### src/rtl/can_irq_pkg.sv
package can_irq_pkg;
  localparam int ADDR_W = 3;
  localparam int ERR_W  = 3;
  localparam int REQ_W  = 4;

  typedef enum logic [ADDR_W-1:0] {
    A_CTRL  = 3'd0,
    A_SSTAT = 3'd1,
    A_SMASK = 3'd2,
    A_SDIR  = 3'd3,
    A_ESTAT = 3'd4,
    A_EMASK = 3'd5,
    A_REQ   = 3'd6,
    A_RSVD  = 3'd7
  } reg_addr_e;

  // request flag positions
  localparam int RQ_TX   = 0;
  localparam int RQ_RX   = 1;
  localparam int RQ_ERR  = 2;
  localparam int RQ_COMB = 3;
endpackage

### src/rtl/can_slot_bank.sv
module can_slot_bank #(
  parameter int NSLOT = 32
) (
  input  logic             clk,
  input  logic             rst_n,
  input  logic [NSLOT-1:0] evt,
  input  logic [NSLOT-1:0] evt_rx,
  input  logic [NSLOT-1:0] clr,
  input  logic             mask_we,
  input  logic [NSLOT-1:0] mask_wdata,
  output logic [NSLOT-1:0] stat,
  output logic [NSLOT-1:0] mask,
  output logic [NSLOT-1:0] dir,
  output logic             tx_pulse,
  output logic             rx_pulse
);
  logic [NSLOT-1:0] hit;

  for (genvar k = 0; k < NSLOT; k++) begin : g_slot
    always_ff @(posedge clk or negedge rst_n) begin
      if (!rst_n) begin
        stat[k] <= 1'b0;
        dir[k]  <= 1'b0;
      end else begin
        // event beats software clear
        if (evt[k])      stat[k] <= 1'b1;
        else if (clr[k]) stat[k] <= 1'b0;
        if (evt[k])      dir[k]  <= evt_rx[k];
      end
    end
  end

  always_ff @(posedge clk or negedge rst_n) begin
    if (!rst_n)       mask <= '0;
    else if (mask_we) mask <= mask_wdata;
  end

  assign hit      = evt & mask;
  assign tx_pulse = |(hit & ~evt_rx);
  assign rx_pulse = |(hit & evt_rx);

  a_r3_evt_sets_stat: assert property (@(posedge clk) disable iff (!rst_n)
    (evt != '0) |=> ((stat & $past(evt)) == $past(evt)));
  a_r4_no_hw_clear: assert property (@(posedge clk) disable iff (!rst_n)
    1'b1 |=> ((~stat & $past(stat) & ~$past(clr)) == '0));
  a_r10_masked_silent: assert property (@(posedge clk) disable iff (!rst_n)
    ((evt & mask) == '0) |-> !(tx_pulse || rx_pulse));
endmodule

### src/rtl/can_err_bank.sv
module can_err_bank
  import can_irq_pkg::*;
(
  input  logic             clk,
  input  logic             rst_n,
  input  logic [ERR_W-1:0] evt,
  input  logic [ERR_W-1:0] clr,
  input  logic             mask_we,
  input  logic [ERR_W-1:0] mask_wdata,
  output logic [ERR_W-1:0] stat,
  output logic [ERR_W-1:0] mask,
  output logic             err_pulse,
  output logic             err_raw
);
  logic pending;

  for (genvar b = 0; b < ERR_W; b++) begin : g_ebit
    always_ff @(posedge clk or negedge rst_n) begin
      if (!rst_n)      stat[b] <= 1'b0;
      else if (evt[b]) stat[b] <= 1'b1;
      else if (clr[b]) stat[b] <= 1'b0;
    end
  end

  always_ff @(posedge clk or negedge rst_n) begin
    if (!rst_n)       mask <= '0;
    else if (mask_we) mask <= mask_wdata;
  end

  assign pending   = |(stat & mask);
  assign err_raw   = |(evt & mask);
  assign err_pulse = err_raw & ~pending;

  a_r7_err_suppressed: assert property (@(posedge clk) disable iff (!rst_n)
    (|(stat & mask)) |-> !err_pulse);
  a_r5_evt_sets_stat: assert property (@(posedge clk) disable iff (!rst_n)
    (evt != '0) |=> ((stat & $past(evt)) == $past(evt)));
  a_r5_no_hw_clear: assert property (@(posedge clk) disable iff (!rst_n)
    1'b1 |=> ((~stat & $past(stat) & ~$past(clr)) == '0));
endmodule

### src/rtl/can_req_flags.sv
module can_req_flags
  import can_irq_pkg::*;
(
  input  logic             clk,
  input  logic             rst_n,
  input  logic             sep,
  input  logic             tx_p,
  input  logic             rx_p,
  input  logic             err_p,
  input  logic             err_raw,
  input  logic [REQ_W-1:0] clr,
  output logic [REQ_W-1:0] flags
);
  logic [REQ_W-1:0] set;

  always_comb begin
    set = '0;
    if (sep) begin
      set[RQ_TX]  = tx_p;
      set[RQ_RX]  = rx_p;
      set[RQ_ERR] = err_p;
    end else begin
      set[RQ_COMB] = tx_p | rx_p | err_raw;
    end
  end

  for (genvar f = 0; f < REQ_W; f++) begin : g_flag
    always_ff @(posedge clk or negedge rst_n) begin
      if (!rst_n)      flags[f] <= 1'b0;
      else if (set[f]) flags[f] <= 1'b1;
      else if (clr[f]) flags[f] <= 1'b0;
    end
  end

  a_r9_sticky: assert property (@(posedge clk) disable iff (!rst_n)
    1'b1 |=> ((~flags & $past(flags) & ~$past(clr)) == '0));
  a_r8_comb_only: assert property (@(posedge clk) disable iff (!rst_n)
    (!sep && !flags[RQ_TX]) |=> !flags[RQ_TX]);
  a_r6_tx_raise: assert property (@(posedge clk) disable iff (!rst_n)
    (sep && tx_p) |=> flags[RQ_TX]);
  a_r6_rx_raise: assert property (@(posedge clk) disable iff (!rst_n)
    (sep && rx_p) |=> flags[RQ_RX]);
endmodule

### src/rtl/can_irq_aggr.sv
module can_irq_aggr
  import can_irq_pkg::*;
#(
  parameter int NSLOT = 32
) (
  input  logic              clk,
  input  logic              rst_n,
  input  logic [NSLOT-1:0]  slot_evt,
  input  logic [NSLOT-1:0]  slot_evt_rx,
  input  logic [ERR_W-1:0]  err_evt,
  input  logic              reg_wr,
  input  logic [ADDR_W-1:0] reg_addr,
  input  logic [NSLOT-1:0]  reg_wdata,
  output logic [NSLOT-1:0]  reg_rdata,
  output logic              irq_tx,
  output logic              irq_rx,
  output logic              irq_err,
  output logic              irq_comb
);
  localparam int PAD_CTRL = NSLOT - 1;
  localparam int PAD_ERR  = NSLOT - ERR_W;
  localparam int PAD_REQ  = NSLOT - REQ_W;

  reg_addr_e        addr;
  logic             sep_q;
  logic [NSLOT-1:0] sstat, smask, sdir, sclr;
  logic [ERR_W-1:0] estat, emask, eclr;
  logic [REQ_W-1:0] flags, rclr;
  logic             tx_p, rx_p, err_p, err_raw;

  assign addr = reg_addr_e'(reg_addr);
  assign sclr = (reg_wr && addr == A_SSTAT) ? ~reg_wdata : '0;
  assign eclr = (reg_wr && addr == A_ESTAT) ? ~reg_wdata[ERR_W-1:0] : '0;
  assign rclr = (reg_wr && addr == A_REQ)   ?  reg_wdata[REQ_W-1:0] : '0;

  always_ff @(posedge clk or negedge rst_n) begin
    if (!rst_n)                        sep_q <= 1'b0;
    else if (reg_wr && addr == A_CTRL) sep_q <= reg_wdata[0];
  end

  can_slot_bank #(.NSLOT(NSLOT)) u_slots (
    .clk        (clk),
    .rst_n      (rst_n),
    .evt        (slot_evt),
    .evt_rx     (slot_evt_rx),
    .clr        (sclr),
    .mask_we    (reg_wr && addr == A_SMASK),
    .mask_wdata (reg_wdata),
    .stat       (sstat),
    .mask       (smask),
    .dir        (sdir),
    .tx_pulse   (tx_p),
    .rx_pulse   (rx_p)
  );

  can_err_bank u_errs (
    .clk        (clk),
    .rst_n      (rst_n),
    .evt        (err_evt),
    .clr        (eclr),
    .mask_we    (reg_wr && addr == A_EMASK),
    .mask_wdata (reg_wdata[ERR_W-1:0]),
    .stat       (estat),
    .mask       (emask),
    .err_pulse  (err_p),
    .err_raw    (err_raw)
  );

  can_req_flags u_req (
    .clk     (clk),
    .rst_n   (rst_n),
    .sep     (sep_q),
    .tx_p    (tx_p),
    .rx_p    (rx_p),
    .err_p   (err_p),
    .err_raw (err_raw),
    .clr     (rclr),
    .flags   (flags)
  );

  always_comb begin
    unique case (addr)
      A_CTRL:  reg_rdata = {{PAD_CTRL{1'b0}}, sep_q};
      A_SSTAT: reg_rdata = sstat;
      A_SMASK: reg_rdata = smask;
      A_SDIR:  reg_rdata = sdir;
      A_ESTAT: reg_rdata = {{PAD_ERR{1'b0}}, estat};
      A_EMASK: reg_rdata = {{PAD_ERR{1'b0}}, emask};
      A_REQ:   reg_rdata = {{PAD_REQ{1'b0}}, flags};
      default: reg_rdata = '0;
    endcase
  end

  assign irq_tx   = flags[RQ_TX];
  assign irq_rx   = flags[RQ_RX];
  assign irq_err  = flags[RQ_ERR];
  assign irq_comb = flags[RQ_COMB];

  a_r8_sep_quiet_comb: assert property (@(posedge clk) disable iff (!rst_n)
    (sep_q && !irq_comb) |=> !irq_comb);
endmodule

### config.mk
export PLATFORM = sky130hd
export DESIGN_NAME = can_irq_aggr
export DESIGN_NICKNAME = d
export VERILOG_FILES = /design/src/rtl/can_irq_pkg.sv /design/src/rtl/can_slot_bank.sv /design/src/rtl/can_err_bank.sv /design/src/rtl/can_req_flags.sv /design/src/rtl/can_irq_aggr.sv
export SDC_FILE = /design/constraint.sdc
export NUM_CORES = 1
export LEC_CHECK = 0
export ABC_AREA = 1
export ABC_CLOCK_PERIOD_IN_PS = 1410
export CAP_MARGIN = 20
export CORE_UTILIZATION = 45
export CTS_CLUSTER_DIAMETER = 100
export DETAILED_ROUTE_END_ITERATION = 7
export PLACE_DENSITY = 0.75
export SLEW_MARGIN = 20
export SYNTH_ARGS = -nofsm -noshare
export SYNTH_HDL_FRONTEND = slang
export SYNTH_SLANG_ARGS = --single-unit
### constraint.sdc
create_clock -name clk -period 1.41 [get_ports clk]
set_clock_uncertainty 0.05 [all_clocks]
set_input_delay 0.282 -clock clk [delete_from_list [all_inputs] [get_ports clk]]
set_output_delay 0.282 -clock clk [all_outputs]
set_load 0.02 [all_outputs]
==> summary.txt, run 1 <==
Post-Syn Nets -> 741
Worst Path Arrival -> 1.34 ns
DRC viols -> 9
HPWL after detailed placement -> 12.6 mm
Setup slack, reg-to-reg -> -0.14 ns
Combinational share of power -> 0.293
Synth Register Bits -> 107
Num CTS Buffers -> 9
I/O Pins -> 141
CTS tree -> built
Slack of the critical path -> -0.261 ns
First-pass GRT wire length -> 30.0 mm
Worst-Skew Late Latency -> 0.34 ns
Peak supply drop -> 579 uV
Worst slew pin tran -> 0.481 ns
Fillers -> 783
Power density over the cells -> 999 nW/um^2
Final min period -> 1.67 ns
Static leakage -> 4.61 nW
Syn_area_per_cell -> 8.58 sq um
Die Y -> 112 microns
All-Layer GR Usage -> 0.307
Nets@finish -> 1,007
Reg area -> 2680 sq um
WL final -> 19.2 mm
Failing checks -> DRC, setup timing
Hold crit path type -> primary input to register
Mapped Area -> 5460 sq um
Pre-antenna DRT Iters -> 7
DR vias -> 5,840
Vias in the first global route -> 6,052
Vias per inst -> 5.57
Clk network pwr share -> 0.281
Initial antenna violation count -> 0
Number of port buffers -> 140
Die area -> 12,600 sq um
Yosys warning count -> 0
Syn-to-layout area delta -> 63.1%
Slew Limit Fails -> 0
WHS -> 0.181 ns
Internal power -> 6.17 mW
CP max-delay cell -> buf_4
CP Max Fanout -> 7
Core area -> 11,600 sq um
Crit path capture type -> output port
Ant diodes -> 0
Worst reg2reg endpoint -> u_req.flags[3]
Largest net degree at the start of global routing -> 30
Design Area, Final -> 8900 sq um
Crit Path Class -> primary input to output port
Starting density of the core -> 0.470
Routed len/inst -> 18.3 microns
Row count -> 39
Worst reg-to-reg path cell count -> 9
Hold path depth -> 3
Antenna viol nets, final -> 0
Global route overflow -> 0
GPL Wtd Cong -> 0.932
Yosys cell types -> 24
Root Driver -> clkbuf_16
Max Freq -> 599 MHz
CP Data Required Time -> 1.08 ns
Sw frac -> 0.306
Hold Path Sink -> u_slots.dir[7]
Max H-tree Level -> 3
Area of the multi-input gates -> 2850 sq um
RSZ-0062 raised after global routing -> yes
Hold wc startpoint -> slot_evt_rx[7]
Sequential share of power -> 0.426
Chip width -> 112 microns
DP Area -> 7820 sq um
1st-iter DRT viols -> 366
Fraction of layout cells with a size suffix above 1 -> 0.337
Sw power -> 2.73 mW
Register area share after synthesis -> 0.490
Final period utilization -> 1.18
Status -> finished, violations left
Fin. Hold Viols -> 0
MaxCap Viol Count -> 0
Slew HR -> 0.680
Worst-path clk slew -> 0.07 ns
Max incr delay on CP -> 0.17 ns
CP cell instances -> buf_8 > buf_6 > nor2_4 > nand2_4 > inv_8 > buf_6 > buf_12 > nand2_4 > o221ai_2 > buf_4
CP startpoint kind -> primary input
Cell count after synthesis -> 636
Clock Tree Buf Depth -> 2
Setup violators final -> 53
Clock sink total -> 107
Critical R2R Launch -> u_slots.mask[4]
==> sequential cells by signal, summed over array words and instances, names as in the netlist <==
register,flops
u_slots.dir,32
u_errs.mask,3
sep_q,1
u_req.flags,4
u_slots.stat,32
u_errs.stat,3
u_slots.mask,32
==> power groups by stage <==
stage	clock (mW)	combinational [mW]	sequential, mW
after floorplan	0	0.939	3.70
after global placement	0	2.14	3.70
after detailed placement	0	2.19	3.72
after CTS	2.50	2.38	3.73
after global routing	2.66	2.79	3.82
final	2.50	2.61	3.79
==> metrics by stage <==
step / worst slack (ns) / instances / setup TNS, ns / utilization / power, mW
final: -0.261 / 1049 / -6.38 / 0.766 / 8.89
after global routing: -0.316 / 1049 / -8.29 / 0.766 / 9.27
after CTS: -0.232 / 1042 / -7.97 / 0.753 / 8.61
after detailed placement: -1.24 / 1006 / -88.20 / 0.673 / 5.91
after global placement: -1.20 / 1006 / -84.77 / 0.673 / 5.84
after floorplan: -0.0577 / 636 / -1.15 / - / 4.64
==> area by class of cell <==
type,instances,share of cell area
clock buffers,11,0.0261
clock inverters,4,0.00576
inverters,90,0.0396
multi-input cells,424,0.320
flip-flops and latches,107,0.301
well taps,143,0.0201
repair buffers,270,0.287
==> per-layer routing <==
layer  share of wire  global-route usage
met3           0.070              0.0562
met4           0.032               0.125
met1            0.39               0.374
met5               0                   0
met2            0.50               0.537
==> repair_timing <==
item,4_1_cts,5_1_grt
hold buffers,1,0
hold endpoints to repair,22,0
buffers inserted,17,12
pin swaps,21,20
cloned,4,0
resized for setup,332,57
endpoints found under the setup margin,104,77
==> placed cells by master (no fill, tap or decap), types with 3 or more instances in the layout <==
master,instances
dfrtp_1,103
clkbuf_16,9
nor2_2,6
buf_12,15
nor2_1,42
clkdlybuf4s50_1,98
inv_1,81
nand2_2,11
buf_6,17
o21bai_1,26
mux2_2,5
dfrtp_2,4
o221ai_2,21
nand2_1,119
buf_8,3
nand3_1,44
nand3b_1,18
inv_2,6
nor2_4,4
o211ai_1,7
nand3_2,3
buf_2,3
mux2_4,24
nand2_4,26
o21ai_0,47
buf_4,131
o21ai_1,4
a21oi_1,4
==> worst max-delay path, delay by kind of cell <==
kind | cells | cell delay [ns]
AO/OA/AOI/OAI | 1 | 0.06
AND/OR/NAND/NOR | 3 | 0.25
buffers and inverters | 6 | 0.73
==> kinds of logic (layout without fill, tap and decap cells) <==
family,after synthesis,count (layout),share of synthesized area
AOI/OAI and AO/OA,118,118,0.141
and+or+nand+nor,277,277,0.216
DFF,107,107,0.490
buffers and inverters,105,375,0.0775
muxes,29,29,0.0749
==> Yosys cell counts <==
library cell,count,area [sq um]
a21oi_1,5,25.0
buf_1,2,7.51
buf_2,5,25.0
buf_6,3,33.8
clkbuf_1,5,18.8
dfrtp_1,107,2680
inv_1,87,327
inv_2,3,11.3
mux2_2,7,78.8
mux2_4,22,330
nand2_1,157,589
nand2_4,1,11.3
nand3_1,48,240
nand3b_1,18,135
nand4_1,1,6.26
nor2_1,51,191
nor2_2,1,6.26
o2111ai_1,4,35.0
o211ai_1,7,52.6
o21ai_0,52,260
o21ai_1,1,5.00
o21bai_1,26,195
o221ai_1,21,184
o22ai_1,2,12.5
==> worst max path at each step <==
stage,start,endpoint,cells after the start
3_3_place_gp,reg_addr[0],reg_rdata[4],8
6_report,reg_addr[0],reg_rdata[30],10
5_1_grt,u_errs.stat[0],reg_rdata[0],5
3_5_place_dp,reg_addr[0],reg_rdata[20],8
4_1_cts,u_errs.stat[0],reg_rdata[0],5
2_1_floorplan,reg_addr[0],reg_rdata[10],5
Power figures use the tool's default switching activity.
==> run 2: changes to the inputs <==
- ABC_AREA: 1 -> 0
- CTS_CLUSTER_DIAMETER: 100 -> default
==> summary.txt, run 2 <==
Internal power -> 6.43 mW (+4.3%)
Biggest regs -> u_slots.dir: 32 flops, u_slots.mask: 32 flops, u_slots.stat: 32 flops
Sw power -> 2.64 mW (-3.1%)
WL final -> 19.1 mm (-0.62%)
Slack of the critical path -> -0.508 ns (-0.247 ns)
Slew HR -> 0.723 (+0.0438)
Status -> finished, violations left
Static leakage -> 3.67 nW (-20%)
Starting density of the core -> 0.470 (about the same)
HPWL after detailed placement -> 13.0 mm (+3.1%)
Clk network pwr share -> 0.265 (-0.016)
Number of port buffers -> 140 (unchanged)
Clock Tree Buf Depth -> 2 (unchanged)
CP cell instances -> mux2i_1 > nor2_1 > a211oi_2 > a21oi_1 > a221o_1 > buf_6
Worst slew pin tran -> 0.415 ns (-0.0656 ns)
Hold crit path type -> primary input to register
Vias in the first global route -> 5,504 (-9.1%)
Most common cell after layout, fill and taps aside -> dfrtp_1
Sequential share of power -> 0.409 (-0.017)
Yosys warning count -> 0 (unchanged)
CTS tree -> built
Worst-Skew Late Latency -> 0.34 ns (about the same)
Fraction of layout cells with a size suffix above 1 -> 0.467 (+0.130)
DRC viols -> 0 (-9)
Vias per inst -> 5.86 (+5.3%)
MaxCap Viol Count -> 0 (unchanged)
Yosys cell types -> 36 (+50%)
Register area share after synthesis -> 0.488 (-0.00235)
Fraction of registers with async set/reset -> 1.00 (unchanged)
CP startpoint kind -> register
Nets@finish -> 844 (-16%)
Commonest cells after routing, fill and taps aside -> dfrtp_1, clkdlybuf4s50_1, buf_4, mux2_2, mux2_4
Combinational share of power -> 0.326 (+0.033)
Failing checks -> setup timing
Routed len/inst -> 21.5 microns (+18%)
Top cells by area, synth -> dfrtp_1, mux2_2, mux2_1, a22oi_1, nand2b_1
RSZ-0062 raised after global routing -> yes
EDFF count, synth -> 0 (unchanged)
Peak supply drop -> 698 uV (+21%)
Largest net degree at the start of global routing -> 45 (+50%)
DP Area -> 7940 sq um (+1.5%)
Syn-to-layout area delta -> 61.2%
Crit Path Class -> register to output port
Synth top cells by count -> dfrtp_1, mux2_2, o21ai_0, nand2b_1, nand3_1
I/O Pins -> 141 (unchanged)
Setup violators final -> 63 (+19%)
Syn_area_per_cell -> 11.1 sq um (+29%)
Row count -> 39 (unchanged)
Num CTS Buffers -> 9 (unchanged)
CP Max Fanout -> 2 (-5)
Crit path capture type -> output port
GPL Wtd Cong -> 0.851 (-8.7%)
Cell count after synthesis -> 495 (-22%)
Ant diodes -> 0 (unchanged)
Max incr delay on CP -> 0.39 ns (+0.22 ns)
CP max-delay cell -> dfrtp_1
Max Freq -> 521 MHz (-13%)
Pre-antenna DRT Iters -> 5 (-2)
Root Driver -> clkbuf_16
Fin. Hold Viols -> 0 (unchanged)
Synth Register Bits -> 107 (unchanged)
Design Area, Final -> 8840 sq um (-0.63%)
Die Y -> 112 microns (+0.24%)
Chip width -> 112 microns (+0.24%)
Die area -> 12,600 sq um (+0.47%)
Global route overflow -> 0 (unchanged)
Clock sink total -> 107 (unchanged)
Fillers -> 775 (-1.0%)
Final min period -> 1.92 ns (+0.247 ns)
Antenna viol nets, final -> 0 (unchanged)
Worst Path Arrival -> 1.59 ns (+0.25 ns)
Mapped Area -> 5490 sq um (+0.48%)
All-Layer GR Usage -> 0.305 (-0.00176)
Initial antenna violation count -> 1 (+1)
Cell taking the most area after synthesis -> dfrtp_1
Slew Limit Fails -> 0 (unchanged)
Final Power -> 9.08 mW (+2.0%)
Final period utilization -> 1.36 (+0.176)
Post-Syn Nets -> 600 (-19%)
DR vias -> 5,193 (-11%)
Power density over the cells -> 1030 nW/um^2 (+2.7%)
Core area -> 11,700 sq um (+0.42%)
Sw frac -> 0.291 (-0.0155)
Top FF cell, synth -> dfrtp_1
Count leader, synth -> dfrtp_1
Yosys top cell area share -> 0.488 (-0.00235)
1st-iter DRT viols -> 309 (-16%)
CP Data Required Time -> 1.08 ns (about the same)
Worst-path clk slew -> 0.07 ns (about the same)
Max H-tree Level -> 3 (unchanged)
First-pass GRT wire length -> 29.2 mm (-2.7%)
-- run 2: what timing repair did --
item,CTS,global route
hold buffers,1,0
resized for setup,241,39
hold endpoints to repair,21,0
endpoints found under the setup margin,71,94
setup buffers,26,2
pin swaps,29,21
cloned,4,0
-- run 2: cell type report --
type | instances | area (sq um) | share of cell area
timing repair buffer | 257 | 2570 | 0.291
clock buffer | 14 | 264 | 0.0298
clock inverter | 1 | 8.76 | 0.000990
multi-input combinational | 364 | 3140 | 0.355
tap | 143 | 179 | 0.0202
sequential | 107 | 2680 | 0.303
-- run 2: critical path, delay by kind of cell, from the launching register on --
family | cells | cell delay, ns
simple gates | 1 | 0.07
buf+inv | 1 | 0.14
flops | 1 | 0.39
mux | 1 | 0.15
compound gates | 3 | 0.50
-- run 2: per-layer routing --
layer / global-route usage / routed length, microns
met5: 0 / 13
met4: 0.105 / 495
met3: 0.0545 / 1250
met2: 0.530 / 9470
met1: 0.384 / 7860
-- run 2: kinds of logic (layout without fill, tap and decap cells) --
kind of cell / Yosys count / in the layout / share of synthesized area
compound gates: 95 / 95 / 0.114
buf+inv: 24 / 272 / 0.0290
flops: 107 / 107 / 0.488
mux: 99 / 99 / 0.203
simple gates: 170 / 170 / 0.166
-- run 2: power by group through the flow --
stage	Clock, mW	Sequential, mW	Combinational (mW)
2_1_floorplan	0	3.73	1.25
3_3_place_gp	0	3.72	2.49
3_5_place_dp	0	3.75	2.53
4_1_cts	2.41	3.69	2.84
5_1_grt	2.53	3.75	3.11
6_report	2.41	3.71	2.96
-- run 2: stage by stage --
stage	hold WS [ns]	worst slack [ns]	util	cells	TNS, ns
floorplan	-0.0636	-0.156	-	495	-4.75
global placement	0.158	-0.853	0.681	839	-54.51
detailed placement	0.160	-0.889	0.681	839	-56.24
CTS	0.299	-0.531	0.748	884	-12.37
global route	0.311	-0.610	0.758	886	-15.12
finish	0.300	-0.508	0.758	886	-12.89
-- run 2: path summary, 6_finish.rpt --
path | startpoint | end | slack [ns] | cells after the start
setup / recovery | u_slots.stat[0] | reg_rdata[0] | -0.51 | 6
hold / removal | slot_evt[26] | u_slots.stat[26] | 0.30 | 2
setup reg to reg | u_slots.mask[23] | u_req.flags[3] | -0.37 | 6
hold reg to reg | u_slots.dir[12] | u_slots.dir[12] | 0.46 | 1
max in group asynchronous | rst_n | u_slots.mask[9] | 0.40 | 3
min in group asynchronous | rst_n | u_slots.dir[26] | 0.33 | 2
